File: src/rtl/addsub_pkg.sv
package addsub_pkg;
  typedef enum logic [1:0] {
    MODE_ADD_U = 2'b00,
    MODE_ADD_S = 2'b01,
    MODE_SUB_U = 2'b10,
    MODE_SUB_S = 2'b11
  } addsub_mode_e;

  function automatic logic mode_is_sub(addsub_mode_e m);
    return (m == MODE_SUB_U) || (m == MODE_SUB_S);
  endfunction

  function automatic logic mode_is_signed(addsub_mode_e m);
    return (m == MODE_ADD_S) || (m == MODE_SUB_S);
  endfunction
endpackage

File: src/rtl/addsub_operand_prep.sv
module addsub_operand_prep #(
  parameter int WIDTH = 8
) (
  input  logic [WIDTH-1:0] b_i,
  input  logic             sub_i,
  output logic [WIDTH-1:0] b_eff_o
);
  // conditional inversion; the +1 of the negation comes from cin
  assign b_eff_o = b_i ^ {WIDTH{sub_i}};
endmodule

File: src/rtl/addsub_ripple.sv
module addsub_ripple #(
  parameter int WIDTH = 8
) (
  input  logic [WIDTH-1:0] a_i,
  input  logic [WIDTH-1:0] b_i,
  input  logic             cin_i,
  output logic [WIDTH-1:0] sum_o,
  output logic             cout_o
);
  logic [WIDTH:0] carry;

  assign carry[0] = cin_i;

  for (genvar g = 0; g < WIDTH; g++) begin : g_bit
    logic prop;
    assign prop         = a_i[g] ^ b_i[g];
    assign sum_o[g]     = prop ^ carry[g];
    assign carry[g+1]   = (a_i[g] & b_i[g]) | (prop & carry[g]);
  end

  assign cout_o = carry[WIDTH];
endmodule

File: src/rtl/addsub_flags.sv
module addsub_flags (
  input  logic a_msb_i,
  input  logic b_msb_i,
  input  logic s_msb_i,
  input  logic signed_i,
  output logic ovf_o
);
  // same-sign operands producing opposite-sign result
  assign ovf_o = signed_i & ~(a_msb_i ^ b_msb_i) & (s_msb_i ^ a_msb_i);
endmodule

File: src/rtl/addsub_unit.sv
module addsub_unit
  import addsub_pkg::*;
#(
  parameter int WIDTH = 8
) (
  input  logic [WIDTH-1:0] a_i,
  input  logic [WIDTH-1:0] b_i,
  input  logic             cin_i,
  input  logic [1:0]       mode_i,
  output logic [WIDTH-1:0] sum_o,
  output logic             cout_o,
  output logic             ovf_o
);
  localparam int MSB = WIDTH - 1;

  addsub_mode_e     mode;
  logic             is_sub;
  logic             is_signed;
  logic [WIDTH-1:0] b_eff;
  logic [WIDTH-1:0] sum_raw;

  assign mode      = addsub_mode_e'(mode_i);
  assign is_sub    = mode_is_sub(mode);
  assign is_signed = mode_is_signed(mode);

  addsub_operand_prep #(.WIDTH(WIDTH)) u_prep (
    .b_i     (b_i),
    .sub_i   (is_sub),
    .b_eff_o (b_eff)
  );

  addsub_ripple #(.WIDTH(WIDTH)) u_chain (
    .a_i    (a_i),
    .b_i    (b_eff),
    .cin_i  (cin_i),
    .sum_o  (sum_raw),
    .cout_o (cout_o)
  );

  addsub_flags u_flags (
    .a_msb_i  (a_i[MSB]),
    .b_msb_i  (b_eff[MSB]),
    .s_msb_i  (sum_raw[MSB]),
    .signed_i (is_signed),
    .ovf_o    (ovf_o)
  );

  assign sum_o = sum_raw;
endmodule

File: config.mk
export PLATFORM = sky130hd
export DESIGN_NAME = addsub_unit
export DESIGN_NICKNAME = d
export VERILOG_FILES = /design/src/rtl/addsub_pkg.sv /design/src/rtl/addsub_operand_prep.sv /design/src/rtl/addsub_ripple.sv /design/src/rtl/addsub_flags.sv /design/src/rtl/addsub_unit.sv
export SDC_FILE = /design/constraint.sdc
export NUM_CORES = 1
export LEC_CHECK = 0
export CAP_MARGIN = 20
export CORE_AREA = 5 5 42 44
export DETAILED_ROUTE_END_ITERATION = 16
export DIE_AREA = 0 0 47 49
export DONT_BUFFER_PORTS = 1
export GPL_TIMING_DRIVEN = 0
export PLACE_DENSITY = 0.39
export SLEW_MARGIN = 20
export SYNTH_ARGS = -nofsm -noshare
export SYNTH_HDL_FRONTEND = slang
export SYNTH_SLANG_ARGS = --single-unit
File: constraint.sdc
create_clock -name vclk -period 15.8
set_clock_uncertainty 0.1 [all_clocks]
set_input_delay 3.16 -clock vclk [all_inputs]
set_output_delay 3.16 -clock vclk [all_outputs]
set_load 0.02 [all_outputs]
==> results.ini, run 1 <==
[worst_setup_path]
cp.depth=14
crit_path_end_kind=output pin
cp.buffers_inverters=3
cp.arrival_ps=6990
worst_path_most_repeated_cell=fa_1
crit_fanout=8
cp-start-kind=primary input
critPathKind=in -> out
path_cells=buf_6 -> xor2_2 -> fa_1 -> inv_1 -> fa_1 -> fa_1 -> fa_1 -> fa_1 -> fa_1 -> fa_1 -> inv_1 -> fa_1 -> xnor2_1 -> nor3b_2
cp.required_ps=12540
startpoint=mode_i[1]
crit_family=adder cells
crit_path_max_incr_delay_ps=440
slowest_stage=fa_1
crit_end=ovf_o

[placement]
place.gp.congestion=0.560
hpwl_um=580
port-buffer-count=0
preCtsSetupSlack_ps=5490

[die]
die_y_um=49
die-area_mm2=0.00230
die_w_um=47
rows=14
initial_core_util=0.245
io_pins=29
core_mm2=0.00140

[global_routing]
grt_overflow_total=0
antenna_found_initial=0
grt_first_pass_wirelength_um=903
track_usage=0.0487
grt_pass1_vias=240
grt_max_degree=9

[final_layout]
antenna_cells=0
fill_cells=161
drive_above_1_share=0.114
regArea_um2=0
seq_cell_count=0
areaGrowthSynthToFinish_pct=5.84
nets=65
clkbuf_count=0

[timing]
grt_setup_unrepaired=false
fin_ws_ps=5550
fin_crit_ps=10250
slew_headroom=0.741
worst_pin_slew_ps=387
hold_viol=0
fmax_ghz=0.0976
setup_tns_ps=0
final.period_utilization=0.649
setup_viol=0
maxSlewViolCount=0
worst_hold_slack_ps=6400

[yosys]
synthTopCellsByArea=fa_1, xnor2_1, inv_1
synthTopCellsByCount=inv_1, fa_1, xnor2_1
yosysTopAreaCellShare=0.467
synth.avg_cell_area_um2=9.80
yosys_warnings=0
syn_nets=63
ys_seq_area_frac=0
synth.most_common_cell=inv_1
synth_top_area_cell=fa_1
syn_inst=35
synth_cell_types=9
synth.cell_area_um2=343

[hold_path]
hp-class=in -> out

[route]
initialDrtViolationCount=0
ant_nets=0
drc=0
num_vias=198
wl_per_cell_um=11.0
drt_first_pass_iters=1
drt_wl_total_um=560
via_per_inst=3.88

[cts]
cts_resized=0
postCtsSetupRepairBufs=0
cts_hold_buf=0

[power]
powerDensity_mw_per_mm2=66.6
ir_drop_mv=0.0187
p_leak_nw=0.179

[status]
outcome=complete, no violations

[run]
maxCapViolCount=0

==> cell families (layout without fill, tap and decap cells) <==
kind of cell  count (synthesis)  count (layout)  share of synthesized area
xor+xnor                      9               9                      0.252
fa+ha+maj                     9               9                      0.504
buf+inv                      16              16                      0.208
simple gates                  1               1                     0.0365
==> power breakdown <==
group | internal, mW | switching [mW] | leakage, nW
clock network | 0 | 0 | 0
logic | 0.00786 | 0.0163 | 0.179
registers | 0 | 0 | 0
total | 0.00786 | 0.0163 | 0.179
==> per-layer routing <==
metal	up-vias	global-route usage	routed length [um]
li1	90	-	-
met2	20	0.0995	303
met3	0	0.00369	85
met1	88	0.0530	170
met4	0	0	0
met5	-	0	0
==> stage by stage <==
stage | power, mW | cells | utilization | area, um2
2_1_floorplan | 0.0224 | 35 | - | 343
3_3_place_gp | 0.0246 | 51 | 0.259 | 363
3_5_place_dp | 0.0250 | 51 | 0.259 | 363
4_1_cts | 0.0251 | 51 | 0.259 | 363
5_1_grt | 0.0271 | 51 | 0.259 | 363
6_report | 0.0242 | 51 | 0.259 | 363
==> layout make-up <==
type	count	area [um2]	share of cell area
Inverter	14	52.6	0.145
Buffer	2	18.8	0.0517
Tap cell	16	20.0	0.0552
Multi-Input combinational cell	19	272	0.748
==> how the worst min path moves through the flow <==
stage / from / endpoint / cells past startpoint
floorplan: mode_i[0] / ovf_o / 1
global placement: mode_i[0] / ovf_o / 1
detailed placement: mode_i[0] / ovf_o / 1
CTS: mode_i[0] / ovf_o / 1
global route: mode_i[0] / ovf_o / 1
finish: mode_i[0] / ovf_o / 1
==> layout by cell type, fill, tap and decap left out <==
cell	count
inv_1	14
fa_1	8
xnor2_1	7
buf_6	1
xor2_2	1
xor2_1	1
nor3b_2	1
ha_1	1
buf_4	1
(Power assumes the default switching activity.)
==> run 2: changes to the inputs <==
Settings changed: PLACE_DENSITY 0.39 to 0.4.
Clock period 15.8 ns to 8.71 ns, I/O delays scaled along.
==> run 2 against run 1 <==
  * First-iteration DRC count unchanged
  * Hold slack got worse by 2800 ps
  * Power increased by 82%
  * Global-route usage increased by 0.16 points
  * Critical path depth unchanged
  * Routed wire length increased by 1.6%
  * Setup slack got worse by 4300 ps
  * Flip-flop and latch count unchanged
  * Sequential share of layout area unchanged
  * Non-clock buffer count unchanged
  * Critical endpoint unchanged
==> results.ini, run 2 (same netlist as run 1, synthesis figures left out) <==
[cts]
cts_resized=0  ; unchanged
postCtsSetupRepairBufs=0  ; unchanged
cts_hold_buf=0  ; unchanged

[die]
die_w_um=47  ; unchanged
rows=14  ; unchanged
io_pins=29  ; unchanged
initial_core_util=0.245  ; unchanged
die-area_mm2=0.00230  ; unchanged
die_y_um=49  ; unchanged
core_mm2=0.00140  ; unchanged

[worst_setup_path]
slowest_stage=fa_1
critPathKind=in -> out
path_cells=buf_6 -> xor2_2 -> fa_1 -> inv_1 -> fa_1 -> fa_1 -> fa_1 -> fa_1 -> fa_1 -> fa_1 -> inv_1 -> fa_1 -> xnor2_1 -> nor3b_2
crit_family=adder cells
worst_path_most_repeated_cell=fa_1
crit_fanout=8  ; unchanged
cp.required_ps=6870  ; -5670 ps
cp.buffers_inverters=3  ; unchanged
crit_path_end_kind=output pin
cp.arrival_ps=5580  ; -1410 ps
cp-start-kind=primary input
crit_path_max_incr_delay_ps=440  ; about the same

[route]
wl_per_cell_um=11.2  ; +1.6%
num_vias=206  ; +4.0%
drc=0  ; unchanged
initialDrtViolationCount=0  ; unchanged
via_per_inst=4.04  ; +4.0%
ant_nets=0  ; unchanged
drt_first_pass_iters=1  ; unchanged
drt_wl_total_um=569  ; +1.6%

[timing]
final.period_utilization=0.852
maxSlewViolCount=0  ; unchanged
fmax_ghz=0.135
slew_headroom=0.737  ; -0.00316
setup_tns_ps=0  ; unchanged
grt_setup_unrepaired=false
setup_viol=0  ; unchanged
fin_crit_ps=7420
hold_viol=0  ; unchanged
worst_hold_slack_ps=3560  ; -2840 ps
worst_pin_slew_ps=392  ; +4.72 ps

[placement]
hpwl_um=595  ; +2.5%
placed_area_um2=363  ; unchanged
placed_cells=51  ; unchanged
port-buffer-count=0  ; unchanged
place.gp.congestion=0.587  ; +4.8%

[final_layout]
fin_cells=51  ; unchanged
regArea_um2=0  ; unchanged
clkbuf_count=0  ; unchanged
nets=65  ; unchanged
antenna_cells=0  ; unchanged
layout_commonest_cell=inv_1
mostFrequentLayoutCells=inv_1, fa_1, xnor2_1
drive_above_1_share=0.114  ; unchanged
areaGrowthSynthToFinish_pct=5.84  ; unchanged
seq_cell_count=0  ; unchanged
final_cell_area_um2=363  ; unchanged

[power]
p_leak_nw=0.179  ; unchanged
power_uw=44.0  ; +82%
ir_drop_mv=0.0313  ; +68%
powerDensity_mw_per_mm2=121  ; +82%

[global_routing]
grt_pass1_vias=244  ; +1.7%
grt_overflow_total=0  ; unchanged
grt_first_pass_wirelength_um=931  ; +3.1%
track_usage=0.0502  ; +0.00155
grt_max_degree=9  ; unchanged
antenna_found_initial=0  ; unchanged

[run]
maxCapViolCount=0  ; unchanged

[status]
outcome=complete, no violations

[hold_path]
hp-class=in -> out

run 2: worst paths after layout:
| kind | startpoint | end | depth (start not counted) | slack, ps |
|---|---|---|---|---|
| setup / recovery | mode_i[1] | ovf_o | 14 | 1290 |
| hold / removal | mode_i[0] | ovf_o | 1 | 3560 |
run 2: stage by stage:
step	setup WS [ps]	utilization
after CTS	1230	0.259
after floorplan	1420	-
after detailed placement	1230	0.259
after global routing	1060	0.259
final	1290	0.259
after global placement	1280	0.259
run 2: power breakdown:
part           leakage, nW  internal [mW]  switching, mW
Clock                    0              0              0
Combinational        0.179         0.0144         0.0296
Sequential               0              0              0
Total                0.179         0.0144         0.0296
run 2: cell type report:
type / count / area, um2
well taps: 16 / 20.0
fillers: 169 / 1040
multi-input cells: 19 / 272
inverters: 14 / 52.6
plain buffers: 2 / 18.8
run 2: metal layers:
metal	GRT usage	up-vias	part of all wire	wire, um
met3	0.00369	0	0.14	80
li1	-	89	-	-
met4	0	0	0	0
met1	0.0490	97	0.30	170
met5	0	-	0	0
met2	0.109	20	0.56	319
